==> config.mk <==
export PLATFORM = sky130hd
export DESIGN_NAME = serial_pin_mux
export DESIGN_NICKNAME = d
export VERILOG_FILES = /design/src/rtl/spm_pkg.sv /design/src/rtl/spm_ctrl.sv /design/src/rtl/spm_datapath.sv /design/src/rtl/serial_pin_mux.sv
export SDC_FILE = /design/constraint.sdc
export NUM_CORES = 1
export LEC_CHECK = 0
export BUFFER_PORTS_ARGS = -buffer_cell sky130_fd_sc_hd__buf_2
export CAP_MARGIN = 20
export CORE_MARGIN = 1
export CORE_UTILIZATION = 42
export DETAILED_ROUTE_END_ITERATION = 8
export PLACE_DENSITY = 0.79
export SLEW_MARGIN = 20
export SYNTH_ARGS = -nofsm -noshare
export SYNTH_HDL_FRONTEND = slang
export SYNTH_SLANG_ARGS = --single-unit
==> constraint.sdc <==
create_clock -name clk -period 0.9 [get_ports clk]
set_input_delay 0.135 -clock clk [delete_from_list [all_inputs] [get_ports clk]]
set_output_delay 0.135 -clock clk [all_outputs]
set_load 0.02 [all_outputs]
==> src/rtl/spm_pkg.sv <==
package spm_pkg;
  parameter int unsigned PORT_W = 8;
  parameter int unsigned ADDR_W = 4;

  typedef struct packed {
    logic wrData;
    logic wrDir;
    logic rdData;
    logic rdInput;
    logic rdDir;
  } regStrobe_t;
endpackage

==> src/rtl/spm_ctrl.sv <==
module spm_ctrl
  import spm_pkg::*;
#(
  parameter int unsigned AW        = ADDR_W,
  parameter logic [AW-1:0] DIR_ADDR   = 4'h2,
  parameter logic [AW-1:0] DATA_ADDR  = 4'h8,
  parameter logic [AW-1:0] INPUT_ADDR = 4'h9
) (
  input  logic          clk,
  input  logic          rstN,
  input  logic [AW-1:0] busAddr,
  input  logic          busWe,
  output regStrobe_t    stb
);
  logic hitData, hitDir, hitInput;

  always_comb begin
    hitData  = (busAddr == DATA_ADDR);
    hitDir   = (busAddr == DIR_ADDR);
    hitInput = (busAddr == INPUT_ADDR);
    stb.wrData  = busWe & hitData;
    stb.wrDir   = busWe & hitDir;
    stb.rdData  = hitData;
    stb.rdDir   = hitDir;
    stb.rdInput = hitInput;
  end


  input_write_ignored_chk: assert property (@(posedge clk) disable iff (!rstN)
    (busWe && busAddr == INPUT_ADDR) |-> (!stb.wrData && !stb.wrDir));


  unmapped_write_ignored_chk: assert property (@(posedge clk) disable iff (!rstN)
    (busWe && busAddr != DATA_ADDR && busAddr != DIR_ADDR) |-> (!stb.wrData && !stb.wrDir));
endmodule

==> src/rtl/spm_datapath.sv <==
module spm_datapath
  import spm_pkg::*;
#(
  parameter int unsigned W         = PORT_W,
  parameter int unsigned SPI_BASE  = 4,
  parameter int unsigned SCI1_BASE = 2,
  parameter int unsigned SCI0_BASE = 0
) (
  input  logic         clk,
  input  logic         rstN,
  input  regStrobe_t   stb,
  input  logic [W-1:0] wdata,
  input  logic [W-1:0] padIn,
  input  logic         spiEn,
  input  logic         spiMaster,
  input  logic         spiSsOut,
  input  logic         spiSckOut,
  input  logic         spiMosiOut,
  input  logic         spiMisoOut,
  input  logic         sci1En,
  input  logic         sci1TxOut,
  input  logic         sci0En,
  input  logic         sci0TxOut,
  output logic [W-1:0] rdata,
  output logic [W-1:0] padOut,
  output logic [W-1:0] padOe
);
  localparam int unsigned SPI_SS   = SPI_BASE + 3;
  localparam int unsigned SPI_SCK  = SPI_BASE + 2;
  localparam int unsigned SPI_MOSI = SPI_BASE + 1;
  localparam int unsigned SPI_MISO = SPI_BASE;
  localparam int unsigned SCI1_TX  = SCI1_BASE + 1;
  localparam int unsigned SCI1_RX  = SCI1_BASE;
  localparam int unsigned SCI0_TX  = SCI0_BASE + 1;
  localparam int unsigned SCI0_RX  = SCI0_BASE;

  logic [W-1:0] dataReg, dirReg;
  logic [W-1:0] syncA, syncB;
  logic [W-1:0] periOwn, periOut, periOe;

  always_ff @(posedge clk or negedge rstN) begin
    if (!rstN) begin
      dataReg <= '0;
      dirReg  <= '0;
    end else begin
      if (stb.wrData) dataReg <= wdata;
      if (stb.wrDir)  dirReg  <= wdata;
    end
  end

  // pin synchronizer, deliberately left out of reset
  always_ff @(posedge clk) begin
    syncA <= padIn;
    syncB <= syncA;
  end

  always_comb begin
    periOwn = '0;
    periOut = '0;
    periOe  = '0;
    if (spiEn) begin
      periOwn[SPI_SS]   = 1'b1;
      periOwn[SPI_SCK]  = 1'b1;
      periOwn[SPI_MOSI] = 1'b1;
      periOwn[SPI_MISO] = 1'b1;
      periOut[SPI_SS]   = spiSsOut;
      periOut[SPI_SCK]  = spiSckOut;
      periOut[SPI_MOSI] = spiMosiOut;
      periOut[SPI_MISO] = spiMisoOut;
      periOe[SPI_SS]    = spiMaster;
      periOe[SPI_SCK]   = spiMaster;
      periOe[SPI_MOSI]  = spiMaster;
      periOe[SPI_MISO]  = ~spiMaster;
    end
    if (sci1En) begin
      periOwn[SCI1_TX] = 1'b1;
      periOwn[SCI1_RX] = 1'b1;
      periOut[SCI1_TX] = sci1TxOut;
      periOe[SCI1_TX]  = 1'b1;
    end
    if (sci0En) begin
      periOwn[SCI0_TX] = 1'b1;
      periOwn[SCI0_RX] = 1'b1;
      periOut[SCI0_TX] = sci0TxOut;
      periOe[SCI0_TX]  = 1'b1;
    end
  end

  for (genvar i = 0; i < W; i++) begin : gPin
    assign padOut[i] = periOwn[i] ? periOut[i] : dataReg[i];
    assign padOe[i]  = periOwn[i] ? periOe[i]  : dirReg[i];
  end

  always_comb begin
    if (stb.rdData)       rdata = (dataReg & dirReg) | (syncB & ~dirReg);
    else if (stb.rdInput) rdata = syncB;
    else if (stb.rdDir)   rdata = dirReg;
    else                  rdata = '0;
  end


  data_capture_chk: assert property (@(posedge clk) disable iff (!rstN)
    stb.wrData |=> (dataReg == $past(wdata)));


  spi_master_oe_chk: assert property (@(posedge clk) disable iff (!rstN)
    (spiEn && spiMaster) |-> (padOe[SPI_SS] && padOe[SPI_SCK] && padOe[SPI_MOSI]
                              && !padOe[SPI_MISO] && padOut[SPI_SCK] == spiSckOut));


  spi_slave_oe_chk: assert property (@(posedge clk) disable iff (!rstN)
    (spiEn && !spiMaster) |-> (!padOe[SPI_SS] && !padOe[SPI_SCK] && !padOe[SPI_MOSI]
                               && padOe[SPI_MISO] && padOut[SPI_MISO] == spiMisoOut));


  sci1_pin_chk: assert property (@(posedge clk) disable iff (!rstN)
    sci1En |-> (padOe[SCI1_TX] && !padOe[SCI1_RX] && padOut[SCI1_TX] == sci1TxOut));


  sci0_pin_chk: assert property (@(posedge clk) disable iff (!rstN)
    sci0En |-> (padOe[SCI0_TX] && !padOe[SCI0_RX] && padOut[SCI0_TX] == sci0TxOut));
endmodule

==> src/rtl/serial_pin_mux.sv <==
module serial_pin_mux
  import spm_pkg::*;
#(
  parameter int unsigned W  = PORT_W,
  parameter int unsigned AW = ADDR_W
) (
  input  logic          clk,
  input  logic          rstN,
  input  logic [AW-1:0] busAddr,
  input  logic          busWe,
  input  logic [W-1:0]  busWdata,
  output logic [W-1:0]  busRdata,
  input  logic          spiEn,
  input  logic          spiMaster,
  input  logic          spiSsOut,
  input  logic          spiSckOut,
  input  logic          spiMosiOut,
  input  logic          spiMisoOut,
  input  logic          sci1En,
  input  logic          sci1TxOut,
  input  logic          sci0En,
  input  logic          sci0TxOut,
  input  logic [W-1:0]  padIn,
  output logic [W-1:0]  padOut,
  output logic [W-1:0]  padOe
);
  regStrobe_t stb;

  spm_ctrl #(.AW(AW)) u_ctrl (
    .clk(clk), .rstN(rstN), .busAddr(busAddr), .busWe(busWe), .stb(stb)
  );

  spm_datapath #(.W(W)) u_dp (
    .clk(clk), .rstN(rstN), .stb(stb), .wdata(busWdata), .padIn(padIn),
    .spiEn(spiEn), .spiMaster(spiMaster), .spiSsOut(spiSsOut),
    .spiSckOut(spiSckOut), .spiMosiOut(spiMosiOut), .spiMisoOut(spiMisoOut),
    .sci1En(sci1En), .sci1TxOut(sci1TxOut), .sci0En(sci0En), .sci0TxOut(sci0TxOut),
    .rdata(busRdata), .padOut(padOut), .padOe(padOe)
  );
endmodule

==> report_table.html <==
<table>
<tr><th>Metric</th><th>Value</th></tr>
<tr><th colspan="2">Layout</th></tr>
<tr><td>Fraction of final layout cells sized beyond drive strength 1</td><td>approximately three quarters</td></tr>
<tr><td>Fill cell total of the finished layout</td><td>between 150 and 200</td></tr>
<tr><td>Post-route insts no fill</td><td>about 240</td></tr>
<tr><td>Area growth from synthesis to layout</td><td>83.8%</td></tr>
<tr><td>Antenna diodes</td><td>0</td></tr>
<tr><td>Final nets</td><td>231</td></tr>
<tr><td>Final core utilization</td><td>roughly four fifths</td></tr>
<tr><th colspan="2">Place</th></tr>
<tr><td>Detailed placement HPWL</td><td>about 2.4 mm</td></tr>
<tr><td>Placed cells</td><td>roughly 220</td></tr>
<tr><td>Global placement routability congestion</td><td>between 0.7 and 0.8</td></tr>
<tr><td>Port bufs</td><td>56</td></tr>
<tr><th colspan="2">Floorplanning</th></tr>
<tr><td>Number of placement rows</td><td>20</td></tr>
<tr><td>Die area</td><td>3390 sq um</td></tr>
<tr><td>Core box area</td><td>3030 sq um</td></tr>
<tr><td>Starting utilization of the core area</td><td>~44%</td></tr>
<tr><td>Die W</td><td>between 50 and 60 um</td></tr>
<tr><td>Vert. Die Dim</td><td>slightly below 60 um</td></tr>
<tr><td>Total I/O pin count</td><td>57</td></tr>
<tr><th colspan="2">Power and ir drop</th></tr>
<tr><td>Leakage power total</td><td>1.13 nW</td></tr>
<tr><td>Total power per unit cell area</td><td>between 1500 and 2000 nW/um^2</td></tr>
<tr><td>Worst VDD drop</td><td>roughly 900 uV</td></tr>
<tr><th colspan="2">Timing</th></tr>
<tr><td>Unrepaired setup endpoints after global routing</td><td>true</td></tr>
<tr><td>Post-route worst setup slack</td><td>-0.600 ns</td></tr>
<tr><td>Tightest slew margin relative to the limit</td><td>74.2%</td></tr>
<tr><td>Crit share post-route</td><td>167%</td></tr>
<tr><td>Final Slew Violations</td><td>0</td></tr>
<tr><td>Aggregate negative setup slack</td><td>-10.68 ns</td></tr>
<tr><td>Final number of setup-violating endpoints</td><td>26</td></tr>
<tr><td>Skew final</td><td>approximately 0.00014 ns</td></tr>
<tr><td>Number of hold-slack violations in the final timing report</td><td>0</td></tr>
<tr><td>Shortest period the worst path allows</td><td>approximately 1.5 ns</td></tr>
<tr><td>Final-layout worst hold slack</td><td>around 0.044 ns</td></tr>
<tr><td>Fmax</td><td>around 0.67 GHz</td></tr>
<tr><td>Actual transition at the worst max-transition pin</td><td>between 0.3 and 0.4 ns</td></tr>
<tr><th colspan="2">Detailed routing</th></tr>
<tr><td>Via total after detailed routing</td><td>approximately 1,200</td></tr>
<tr><td>Routed vias/inst</td><td>about 4.8</td></tr>
<tr><td>Routed Wire Length</td><td>roughly 3.7 mm</td></tr>
<tr><td>Router iterations before antenna repair</td><td>4</td></tr>
<tr><td>DRC violation count after routing</td><td>0</td></tr>
<tr><td>Number of nets with antenna violations after routing</td><td>0</td></tr>
<tr><td>Violation count after the first detailed-routing iteration</td><td>34</td></tr>
<tr><td>Routed length per instance</td><td>~15 um</td></tr>
<tr><th colspan="2">Flow run</th></tr>
<tr><td>Max capacitance violation total</td><td>0</td></tr>
<tr><th colspan="2">Global route</th></tr>
<tr><td>Number of antenna violations at the first check in global routing</td><td>0</td></tr>
<tr><td>Global route overflow</td><td>0</td></tr>
<tr><td>Vias in the first global route</td><td>1,268</td></tr>
<tr><td>Pin count of the biggest net entering global routing</td><td>17</td></tr>
<tr><td>First-pass GRT wire length</td><td>roughly 5.6 mm</td></tr>
<tr><td>Global Route Usage Sum</td><td>a little under a quarter</td></tr>
<tr><th colspan="2">Synthesis</th></tr>
<tr><td>Main flop type after synthesis</td><td>sky130_fd_sc_hd__dfxtp_1</td></tr>
<tr><td>Proportion of register bits with asynchronous set or reset after synthesis</td><td>50.0%</td></tr>
<tr><td>Syn Area/Cell</td><td>12.4 sq um</td></tr>
<tr><td>Number of enable-type register cells in the synthesized netlist</td><td>0</td></tr>
<tr><td>Number of distinct standard cells referenced by the synthesized netlist</td><td>21</td></tr>
<tr><td>Top cell type's share of synthesized area</td><td>a little under a third</td></tr>
<tr><td>Most numerous cell in the Yosys netlist</td><td>sky130_fd_sc_hd__mux2_2</td></tr>
<tr><td>Synthesized instance count</td><td>around 110</td></tr>
<tr><td>Sequential-to-total area share from yosys stat</td><td>about 54%</td></tr>
<tr><td>Synth area leaders</td><td>sky130_fd_sc_hd__dfrtp_1 (30%), sky130_fd_sc_hd__dfxtp_1 (24%), sky130_fd_sc_hd__mux2_2 (19%)</td></tr>
<tr><td>Count of yosys warnings during synthesis</td><td>0</td></tr>
<tr><td>Post-synthesis cell type with the largest combined area</td><td>sky130_fd_sc_hd__dfrtp_1</td></tr>
<tr><td>Post-Synthesis Net Count</td><td>140</td></tr>
<tr><td>Mapped Area</td><td>~1300 sq um</td></tr>
<tr><td>Top post-synthesis cells by count</td><td>sky130_fd_sc_hd__mux2_2 (22), sky130_fd_sc_hd__dfrtp_1 (16), sky130_fd_sc_hd__dfxtp_1 (16)</td></tr>
<tr><td>Synthesis-stage register bit count</td><td>32</td></tr>
<tr><th colspan="2">Clock network</th></tr>
<tr><td>Root buffer cell</td><td>sky130_fd_sc_hd__clkbuf_4</td></tr>
<tr><td>CTS buffer count</td><td>5</td></tr>
<tr><td>Buffer depth of the longest clock path</td><td>2</td></tr>
<tr><td>Number of sinks on the clock net</td><td>32</td></tr>
<tr><td>Clock latency on the worst-skew pair</td><td>between 0.3 and 0.4 ns</td></tr>
<tr><td>Clock transition at the registers of the reported paths</td><td>~0.1 ns</td></tr>
<tr><td>H-tree depth</td><td>2</td></tr>
<tr><td>Clock tree from TritonCTS</td><td>built</td></tr>
<tr><th colspan="2">Critical path</th></tr>
<tr><td>Cell with the biggest individual delay on the critical path</td><td>sky130_fd_sc_hd__dfrtp_1</td></tr>
<tr><td>Cell with the most instances on the worst path</td><td>sky130_fd_sc_hd__buf_6</td></tr>
<tr><td>Register-to-register path setup slack</td><td>-0.12 ns</td></tr>
<tr><td>Cell-by-cell listing of the critical path</td><td>buf_4 -&gt; buf_6 -&gt; or2_4 -&gt; buf_6</td></tr>
<tr><td>Number of cells traversed by the worst register-to-register path</td><td>3</td></tr>
<tr><td>Crit-path max cell delay</td><td>around 0.41 ns</td></tr>
<tr><td>Critical path required time</td><td>between 0.7 and 0.8 ns</td></tr>
<tr><td>Sort of element at the start of the critical path</td><td>register</td></tr>
<tr><td>Nature of the critical path endpoint</td><td>primary output</td></tr>
<tr><td>Category of the most critical setup path</td><td>register to primary output</td></tr>
<tr><td>Maximum net fanout on the critical path</td><td>3</td></tr>
<tr><td>Arrival @ worst endpoint</td><td>1.36 ns</td></tr>
<tr><th colspan="2">Worst hold path</th></tr>
<tr><td>Worst hold-check path type</td><td>primary input to register</td></tr>
<tr><td>Hold Path Stages</td><td>2</td></tr>
<tr><th colspan="2">Run status</th></tr>
<tr><td>Run status</td><td>complete, but fails checks</td></tr>
<tr><td>Violations in the final reports</td><td>negative setup slack</td></tr>
</table>
final timing paths:
path	from	end
worst max-delay path	u_dp.dirReg[3]$_DFFE_PN0P_	padOe[3]
worst min-delay path	busWdata[7]	u_dp.dataReg[7]$_DFFE_PN0P_
worst max register to register	u_dp.dirReg[3]$_DFFE_PN0P_	u_dp.dirReg[3]$_DFFE_PN0P_
worst min register to register	u_dp.syncA[4]$_DFF_P_	u_dp.syncB[4]$_DFF_P_
max in group asynchronous	rstN	u_dp.dataReg[4]$_DFFE_PN0P_
min in group asynchronous	rstN	u_dp.dataReg[7]$_DFFE_PN0P_
registers in the layout, summed over array words and instances (netlist names):
name and cells:
u_dp.dataReg 8, u_dp.dirReg 8, u_dp.syncA 8, u_dp.syncB 8
cell usage in the layout (no fill, tap or decap), types with 2 or more instances in the layout:
cell,n
sky130_fd_sc_hd__nor2b_4,10
sky130_fd_sc_hd__nor4b_4,2
sky130_fd_sc_hd__o21ai_2,3
sky130_fd_sc_hd__nand2_1,7
sky130_fd_sc_hd__dfrtp_1,16
sky130_fd_sc_hd__buf_4,14
sky130_fd_sc_hd__mux2_4,3
sky130_fd_sc_hd__or2_4,2
sky130_fd_sc_hd__dfxtp_1,16
sky130_fd_sc_hd__clkbuf_1,2
sky130_fd_sc_hd__mux2i_2,5
sky130_fd_sc_hd__dlygate4sd3_1,9
sky130_fd_sc_hd__o21ai_4,7
sky130_fd_sc_hd__o22ai_4,2
sky130_fd_sc_hd__a21oi_2,2
sky130_fd_sc_hd__clkbuf_4,5
sky130_fd_sc_hd__mux2_2,19
sky130_fd_sc_hd__inv_2,3
sky130_fd_sc_hd__buf_2,30
sky130_fd_sc_hd__nand4b_4,2
sky130_fd_sc_hd__buf_6,33
power breakdown:
group	switching [W]	internal [W]	total (W)	leakage, nW
Sequential	0.000153	0.00163	0.00178	0.331
Clock	0.000459	0.000385	0.000844	0.0326
Combinational	0.000665	0.000982	0.00165	0.765
cells by family (layout without fill, tap and decap cells):
kind of cell           Yosys count  after routing  share of synthesized area (%)
buffers and inverters            6             98                           2.55
AOI/OAI and AO/OA               16             16                           6.41
muxes                           28             28                           23.2
DFF                             32             32                           54.3
and+or+nand+nor                 25             25                           13.5
cell type report:
type                    instances  area [sq um]  area share, %
multi-input cells              69           860           35.3
clock buffers                   8          58.8           2.41
well taps                      44          55.1           2.26
repair buffers                 87           732           30.0
flip-flops and latches         32           721           29.6
inverters                       3          11.3          0.462
metal layers:
| layer | up-vias | part of all wire [%] | GRT usage (%) |
|---|---|---|---|
| li1 | 560 | - | - |
| met1 | 549 | 41 | 25.6 |
| met2 | 41 | 53 | 41.7 |
| met3 | 8 | 4.2 | 6.25 |
| met4 | 0 | 1.8 | 8.50 |
| met5 | - | 0 | 0 |
repair_timing:
action                                  in CTS  in global routing
gates resized for setup                     67                 31
hold endpoints to repair                    24                  0
hold buffers                                 9                  0
pin swaps                                    8                  7
setup buffers                                4                  4
endpoints found under the setup margin      26                 39
critical path: cells and delay by family, from the launching register on:
kind | cells | cell delay, ns
DFF | 1 | 0.41
buffers and inverters | 3 | 0.38
and+or+nand+nor | 1 | 0.24
stage by stage:
step                      worst slack [ns]  instance area, sq um  total power, W
after global routing                -0.664                  2440         0.00447
final                               -0.600                  2440         0.00427
after floorplan                     -0.149                  1490         0.00244
after detailed placement            -0.441                  1940         0.00291
after global placement              -0.407                  1940         0.00285
after CTS                           -0.592                  2300         0.00409
No activity file was read; power rests on OpenSTA's default activity.
